File: src/rtl/pwb_pkg.sv
package pwb_pkg;
  typedef enum logic [2:0] {
    ST_IDLE,
    ST_CMD,
    ST_GAP,
    ST_DATA,
    ST_TAIL
  } pwb_state_e;

  // Effective latency: raw setting forced into [lo, hi].
  function automatic int clamp_latency(input int raw, input int lo, input int hi);
    if (raw < lo) return lo;
    if (raw > hi) return hi;
    return raw;
  endfunction

  // Fixed burst length from the two low code bits: 4 << code.
  function automatic int burst_slots(input logic [1:0] code);
    return 4 << code;
  endfunction
endpackage

File: src/rtl/pwb_seq.sv
module pwb_seq
  import pwb_pkg::*;
#(
  parameter int LAT_W   = 4,
  parameter int LAT_MIN = 2,
  parameter int LAT_MAX = 8,
  parameter int CNT_W   = 6
) (
  input  logic             clk,
  input  logic             rst_n,
  input  logic             req_valid,
  input  logic [LAT_W-1:0] cfg_latency,
  input  logic [2:0]       cfg_burst,
  input  logic             wd_valid,
  input  logic             wd_last,
  output pwb_state_e       state,
  output logic             accept,
  output logic             last_slot
);
  logic [CNT_W-1:0] cnt;
  logic [2:0]       burst_q;
  logic             end_burst;
  int               lat_eff;

  assign lat_eff   = clamp_latency(int'(cfg_latency), LAT_MIN, LAT_MAX);
  assign accept    = (state == ST_IDLE) && req_valid;
  assign end_burst = burst_q[2] ? (wd_valid && wd_last) : (cnt == CNT_W'(1));
  assign last_slot = (state == ST_DATA) && end_burst;

  always_ff @(posedge clk) begin
    if (!rst_n) begin
      state   <= ST_IDLE;
      cnt     <= '0;
      burst_q <= '0;
    end else begin
      case (state)
        ST_IDLE: if (accept) begin
          state   <= ST_CMD;
          cnt     <= CNT_W'(lat_eff - 1);
          burst_q <= cfg_burst;
        end
        ST_CMD: state <= ST_GAP;
        ST_GAP: begin
          if (cnt == CNT_W'(1)) begin
            state <= ST_DATA;
            cnt   <= CNT_W'(burst_slots(burst_q[1:0]));
          end else begin
            cnt <= cnt - 1'b1;
          end
        end
        ST_DATA: begin
          cnt <= cnt - 1'b1;
          if (end_burst) state <= ST_TAIL;
        end
        default: state <= ST_IDLE;
      endcase
    end
  end
endmodule

File: src/rtl/pwb_pins.sv
module pwb_pins
  import pwb_pkg::*;
#(
  parameter int DATA_W = 16,
  parameter int BE_W   = DATA_W / 8
) (
  input  pwb_state_e        state,
  input  logic [DATA_W-1:0] addr_lo,
  input  logic              wd_valid,
  input  logic [DATA_W-1:0] wd_data,
  input  logic [BE_W-1:0]   wd_be,
  output logic              mem_clk_en,
  output logic              mem_ce_n,
  output logic              mem_adv_n,
  output logic              mem_we_n,
  output logic [BE_W-1:0]   mem_be_n,
  output logic [DATA_W-1:0] mem_ad_out,
  output logic              mem_ad_oe,
  output logic              wd_ready,
  output logic              done,
  output logic              req_ready
);
  always_comb begin
    mem_clk_en = 1'b0;
    mem_ce_n   = 1'b1;
    mem_adv_n  = 1'b1;
    mem_we_n   = 1'b1;
    mem_be_n   = '1;
    mem_ad_out = '0;
    mem_ad_oe  = 1'b0;
    wd_ready   = 1'b0;
    done       = 1'b0;
    req_ready  = 1'b0;
    case (state)
      ST_IDLE: req_ready = 1'b1;
      ST_CMD: begin
        mem_clk_en = 1'b1;
        mem_ce_n   = 1'b0;
        mem_adv_n  = 1'b0;
        mem_we_n   = 1'b0;
        mem_ad_out = addr_lo;
        mem_ad_oe  = 1'b1;
      end
      ST_GAP: begin
        mem_clk_en = 1'b1;
        mem_ce_n   = 1'b0;
      end
      ST_DATA: begin
        mem_clk_en = 1'b1;
        mem_ce_n   = 1'b0;
        mem_ad_out = wd_data;
        mem_ad_oe  = 1'b1;
        wd_ready   = 1'b1;
        mem_be_n   = wd_valid ? ~wd_be : '1;
      end
      default: done = 1'b1;
    endcase
  end
endmodule

File: src/rtl/psram_bwr_engine.sv
module psram_bwr_engine
  import pwb_pkg::*;
#(
  parameter int ADDR_W    = 23,
  parameter int DATA_W    = 16,
  parameter int BE_W      = DATA_W / 8,
  parameter int LAT_W     = 4,
  parameter int LAT_MIN   = 2,
  parameter int LAT_MAX   = 8,
  parameter int MAX_BURST = 32
) (
  input  logic                     clk,
  input  logic                     rst_n,
  input  logic                     req_valid,
  input  logic [ADDR_W-1:0]        req_addr,
  input  logic [LAT_W-1:0]         cfg_latency,
  input  logic [2:0]               cfg_burst,
  output logic                     req_ready,
  input  logic                     wd_valid,
  input  logic [DATA_W-1:0]        wd_data,
  input  logic [BE_W-1:0]          wd_be,
  input  logic                     wd_last,
  output logic                     wd_ready,
  output logic                     done,
  output logic                     mem_clk_en,
  output logic                     mem_ce_n,
  output logic                     mem_adv_n,
  output logic                     mem_we_n,
  output logic                     mem_oe_n,
  output logic                     mem_cre,
  output logic [BE_W-1:0]          mem_be_n,
  output logic [DATA_W-1:0]        mem_ad_out,
  output logic                     mem_ad_oe,
  output logic [ADDR_W-DATA_W-1:0] mem_addr_hi
);
  localparam int CNT_W = $clog2(MAX_BURST + 1);

  pwb_state_e        state;
  logic              accept_w;
  logic              last_slot_w;
  logic [ADDR_W-1:0] addr_q;

  always_ff @(posedge clk) begin
    if (!rst_n)        addr_q <= '0;
    else if (accept_w) addr_q <= req_addr;
  end

  assign mem_oe_n    = 1'b1;
  assign mem_cre     = 1'b0;
  assign mem_addr_hi = addr_q[ADDR_W-1:DATA_W];

  pwb_seq #(
    .LAT_W(LAT_W), .LAT_MIN(LAT_MIN), .LAT_MAX(LAT_MAX), .CNT_W(CNT_W)
  ) seq_i (
    .clk(clk), .rst_n(rst_n), .req_valid(req_valid),
    .cfg_latency(cfg_latency), .cfg_burst(cfg_burst),
    .wd_valid(wd_valid), .wd_last(wd_last),
    .state(state), .accept(accept_w), .last_slot(last_slot_w)
  );

  pwb_pins #(.DATA_W(DATA_W), .BE_W(BE_W)) pins_i (
    .state(state), .addr_lo(addr_q[DATA_W-1:0]),
    .wd_valid(wd_valid), .wd_data(wd_data), .wd_be(wd_be),
    .mem_clk_en(mem_clk_en), .mem_ce_n(mem_ce_n), .mem_adv_n(mem_adv_n),
    .mem_we_n(mem_we_n), .mem_be_n(mem_be_n), .mem_ad_out(mem_ad_out),
    .mem_ad_oe(mem_ad_oe), .wd_ready(wd_ready), .done(done),
    .req_ready(req_ready)
  );
endmodule

File: config.mk
export PLATFORM = sky130hd
export DESIGN_NAME = psram_bwr_engine
export DESIGN_NICKNAME = d
export VERILOG_FILES = /design/src/rtl/pwb_pkg.sv /design/src/rtl/pwb_seq.sv /design/src/rtl/pwb_pins.sv /design/src/rtl/psram_bwr_engine.sv
export SDC_FILE = /design/constraint.sdc
export NUM_CORES = 1
export LEC_CHECK = 0
export ABC_AREA = 1
export BUFFER_PORTS_ARGS = -buffer_cell sky130_fd_sc_hd__buf_2
export CAP_MARGIN = 25
export CORE_MARGIN = 1
export CORE_UTILIZATION = 48
export CTS_BUF_LIST = sky130_fd_sc_hd__clkbuf_8
export CTS_CLUSTER_DIAMETER = 50
export DETAILED_ROUTE_END_ITERATION = 7
export HOLD_SLACK_MARGIN = 0.08
export PLACE_DENSITY = 0.82
export SLEW_MARGIN = 20
export SYNTH_ARGS = -nofsm -noshare
export SYNTH_HDL_FRONTEND = slang
export SYNTH_SLANG_ARGS = --single-unit
File: constraint.sdc
create_clock -name clk -period 1.38 [get_ports clk]
set_input_delay 0 -clock clk [delete_from_list [all_inputs] [get_ports clk]]
set_output_delay 0 -clock clk [all_outputs]
set_load 0.01 [all_outputs]
# Word-level counts from Yosys, hierarchy flattened
# Index checks and enable logic that the tools add are counted.
totals:
  out_inout_bits: 35
  latchBits: 0
  regBits: 35
  input_bits: 53
  mem_bits_rw: 0
  mem_bits_ro: 0
  n_memories: 0
op_classes:
  n_reduce_logical: 10
  n_bitwise: 1
  div_mod_pow: 0
  magnitude_cmp: 2
  muxes: 25
  n_mul: 0
  n_eq_ne: 7
  add_sub_neg: 2
  n_shift: 1
op_table:
  columns: ["op", "n"]
  rows:
  - ["$pmux W16 S2", 1]
  - ["$pmux W6 S3", 1]
  - ["$mux W4", 3]
  - ["$mux W6", 2]
  - ["$pmux W3 S4", 1]
  - ["$mux W1", 11]
  - ["$mux W3", 3]
  - ["$eq A3 B2 Y1 const B", 2]
  - ["$eq A6 B1 Y1 const B", 1]
  - ["$mux W2", 3]
  - ["$ne A2 B2 Y1 const B", 3]
  - ["$shl A3 B2 Y6 const A", 1]
  - ["$sub A6 B1 Y6 const B", 1]
  - ["$sub A6 B2 Y6 const B", 1]
  - ["$gt A4 B4 Y1 const B", 1]
  - ["$lt A4 B2 Y1 const B", 1]
  - ["$reduce_and A2 Y1", 2]
  - ["$reduce_or A4 Y1", 1]
  - ["$eq A3 B1 Y1 const B", 1]
  - ["$logic_not A3 Y1", 1]
  - ["$reduce_and A3 Y1", 1]
  - ["$reduce_bool A3 Y1", 1]
  - ["$reduce_or A3 Y1", 1]
  - ["$logic_and A1 B1 Y1", 2]
  - ["other kinds (2)", 2]

# Logic depth before layout (Yosys ltp)
depth:
  depth_word: 8
  depth_mapped: 10
  ltp_nobuf: 10

# Cells and area by module
# From an unflattened synthesis, not the netlist that was laid out.
hier_totals:
  cells_unflattened: 366
  hier_area_um2: 2337.2
by_module_without_submodules:
  columns: ["module", "n_inst", "area_per_inst_um2", "seq_area_each_um2", "cells_per_inst"]
  rows:
  - ["psram_bwr_engine", 1, 1033.5, 460.4, 156]
  - ["pwb_seq", 1, 857.1, 240.2, 135]
  - ["pwb_pins", 1, 446.7, 0.0, 75]

# Least setup slack after synthesis
# Ideal clock, no wire load.
synth_timing:
  path_kind: "register to output"
  startpoint: "register seq_i.state[0]"
  endpoint: "output mem_ad_out[13]"
  setup_slack_ps: 254
  path_stages_with_launch: 6
  n_path_buf: 1
  arrival_ps: 1126
  path_cell_list: "dfxtp_1 inv_2 nor2_2 nand2_1 buf_2 o21ai_1"
synth_via:
  elab_chain_len: 2
  elab_cells_between_ends: 3
  classes_between: "2 x eq/ne; 1 x mux"
synth_lines:
  columns: ["item", "line_no", "rtl"]
  rows:
  - ["from (decl)", "pwb_seq.sv:16", "output pwb_state_e state,"]
  - ["from (signal assigned)", "pwb_seq.sv:32", "state <= ST_IDLE;"]
  - ["from (signal assigned)", "pwb_seq.sv:38", "state <= ST_CMD;"]
  - ["from (signal assigned)", "pwb_seq.sv:42", "ST_CMD: state <= ST_GAP;"]
  - ["$eq A3 B2 Y1 or $eq A3 B1 Y1 (tied branches)", "pwb_pins.sv:34", "case (state)"]
  - ["$pmux W16 S2 (*)", "pwb_pins.sv:34", null]
  - ["to (decl)", "psram_bwr_engine.sv:32", "output logic [DATA_W-1:0] mem_ad_out,"]
# Mark *: on every way between the ends. The rest lies on a longest branch, timed or not.

# Final worst setup path
layout_timing:
  startpoint: "register seq_i.state[0]"
  endpoint: "output mem_ad_out[7]"
# Same word-level chain as after synthesis.

==> metrics.md <==
| Metric | Value |
|---|---|
| Setup violators final | `10` |
| H-tree levels | `2` |
| Setup WS post-layout | `-0.0328 ns` |
| Core area | `0.00372 mm²` |
| Top cells by count, synth | `nand2_1, inv_1, dfxtp_1, a21oi_1, o21ai_1` |
| Layout cells sized above 1 | `30.9%` |
| Critical-path top delay cell | `dfxtp_2` |
| Vias per cell | `5.00` |
| Layout Cells excl Fill | `437` |
| Post-synthesis async set-or-reset flop share | `0%` |
| Total gr overflow | `0` |
| Prevailing post-synth register cell | `dfxtp_1` |
| Synthesized area per cell | `6.64 µm²` |
| PwrDens | `1840 mW/mm²` |
| Critical path origin | `seq_i.state[0]$_SDFFE_PN0P_` |
| Unrepaired setup endpoints after global routing | `true` |
| Crit path arrival time | `1.41 ns` |
| Warnings, synthesis | `0` |
| Endpoints failing hold | `0` |
| Number of antenna-violating nets in the routed design | `0` |
| Slowest stage delay, CP | `0.35 ns` |
| FF+latch count, synth | `35` |
| Antenna violations before repair | `0` |
| Critical path endpoint category | `output port` |
| Crit-path cells | `inv_2 -> nor2_4 -> nand2_2 -> clkinv_2 -> buf_12 -> nand2_1 -> o21ai_1 -> buf_2` |
| Period utilization | `102%` |
| Initial Util | `51.1%` |
| Crit path time final | `1.41 ns` |
| Vias in the first global route | `1948` |
| WP buf/inv | `4` |
| Hold_sp | `cfg_latency[0]` |
| WHS | `0.170 ns` |
| Peak supply drop | `1.43 mV` |
| Total power | `4.99 mW` |
| Post-Syn Area | `0.00190 mm²` |
| TritonCTS sink count | `35` |
| Root buffer cell | `clkbuf_8` |
| Pin count of the biggest net entering global routing | `38` |
| FMAX | `708 MHz` |
| EDFF count, synth | `0` |
| Clock Path Buffers | `2` |
| Yosys top cell by area | `dfxtp_1` |
| Status | `complete, but fails checks` |
| Via count | `2187` |
| Worst skew pair latency | `0.28 ns` |
| Cells after synthesis | `286` |
| Final WL | `5410 µm` |
| Sequential area share after synthesis | `36.9%` |
| CP required | `1.38 ns` |
| Placed cell count | `401` |
| DRC | `0` |
| Worst R2R Start | `seq_i.cnt[1]$_SDFFE_PN0P_` |
| Chip height | `64.9 µm` |
| Global-route wire length before repair | `8670 µm` |
| First-pass DRT Iterations | `4` |
| Routability Congestion | `0.885` |
| HP Class | `in2reg` |
| Synth cell types | `25` |
| Top-area cell type share of the netlist area | `36.9%` |
| Die W | `64.9 µm` |
| Max-cap violation count | `0` |
| CTS Buf Count | `5` |
| Crit Path Max Fanout | `19` |
| Post-DP HPWL | `3280 µm` |
| Row count | `22` |
| Synth area leaders | `dfxtp_1, nand2_1, inv_1` |
| CTS clk-pin slew, worst paths | `0.07 ns` |
| Die footprint | `0.00421 mm²` |
| Crit path launch type | `flip-flop` |
| Leakage | `1.36 nW` |
| NumNets Final | `444` |
| Gr usage total | `26.7%` |
| Final TNS setup | `-0.156 ns` |
| Worst Setup Path Type | `reg2out` |
| Crit-path leading delay family | `buffers and inverters` |
| Most common cell in the netlist | `nand2_1` |
| Routed wire length per instance | `12.4 µm` |
| Slew Limit Fails | `0` |
| DR iter-0 viols | `129` |
| Clk_skew | `0.00857 ns` |
| Failing checks | `negative setup slack` |
| Top Ports | `88` |
| Net Count, Synth | `342` |
| Area Growth Syn to Fin | `42.8%` |
| CTS tree | `built` |
| PortBufs | `85` |
==> cells by family (layout without fill, tap and decap cells) <==
group / count (synthesis) / after routing / synth area share, %
and+or+nand+nor: 100 / 100 / 23.7
AOI/OAI and AO/OA: 76 / 76 / 20.2
buffers and inverters: 69 / 171 / 16.4
DFF: 35 / 35 / 36.9
adders and majority gates: 3 / 3 / 1.98
other: 2 / 3 / 0.395
xor gates and xnor gates: 1 / 1 / 0.461
==> tightest hold or removal path, cell delays in order <==
cell and delay [ns]:
buf_2 0.10, o211ai_1 0.12, o21ai_1 0.09, a21oi_1 0.11
==> registers in the layout, summed over array words and instances, names as in the netlist <==
name	flops
seq_i.burst_q	3
seq_i.cnt	6
seq_i.state	3
addr_q	23
==> power by group <==
group	total (mW)	internal (mW)	switching (mW)	leakage [nW]
combinational	2.70	1.06	1.64	1.02
sequential	1.56	1.35	0.216	0.290
clock	0.737	0.391	0.346	0.0471
==> cells in the final DEF, fill, tap and decap left out, drive strengths merged, types with 5 or more instances in the layout <==
| cell type | n |
|---|---|
| a21oi | 28 |
| buf | 91 |
| clkbuf | 6 |
| dfxtp | 35 |
| dlygate4sd3 | 27 |
| inv | 45 |
| nand2 | 60 |
| nand3 | 18 |
| nand4 | 5 |
| nor2 | 13 |
| o21ai | 47 |
==> cell type report <==
type	instances	area, µm²
diodes	1	2.50
clock buffers	6	82.6
clock inverters	1	5.00
fillers	280	1000
inverters	46	174
multi-input cells	182	917
flip-flops and latches	35	706
well taps	48	60.1
repair buffers	118	764
==> path summary, 6_finish.rpt <==
kind                                     to  slack [ns]  cells past startpoint
hold reg to reg     addr_q[12]$_SDFFE_PN0P_        0.45                      2
setup / recovery              mem_ad_out[7]       -0.03                      8
setup reg to reg  seq_i.cnt[5]$_SDFFE_PN0P_        0.13                      9
hold / removal    seq_i.cnt[0]$_SDFFE_PN0P_        0.17                      4
==> what timing repair did <==
action                                 in CTS  in global routing
buffers inserted                            1                  0
hold buffers                               27                  0
pin swaps                                   0                  1
endpoints found under the hold margin      26                  0
setup endpoints to repair                  20                 47
gates resized for setup                     6                 12
==> stage by stage <==
step                cell area (µm²)  setup WS, ns  utilization [%]
finish                         2710       -0.0328             73.0
global route                   2710        -0.128             72.9
CTS                            2680       0.00106             72.0
detailed placement             2300        0.0182             61.8
global placement               2300         0.110             61.8
floorplan                      1900         0.254                -
==> routing by layer <==
| metal | routed length (µm) | global-route usage [%] | vias up |
|---|---|---|---|
| li1 | - | - | 1108 |
| met1 | 2370 | 31.6 | 987 |
| met2 | 2640 | 46.6 | 80 |
| met3 | 309 | 5.28 | 12 |
| met4 | 89 | 10.8 | 0 |
| met5 | 0 | 0 | - |
Note: power is estimated with default switching activity, not from simulation.
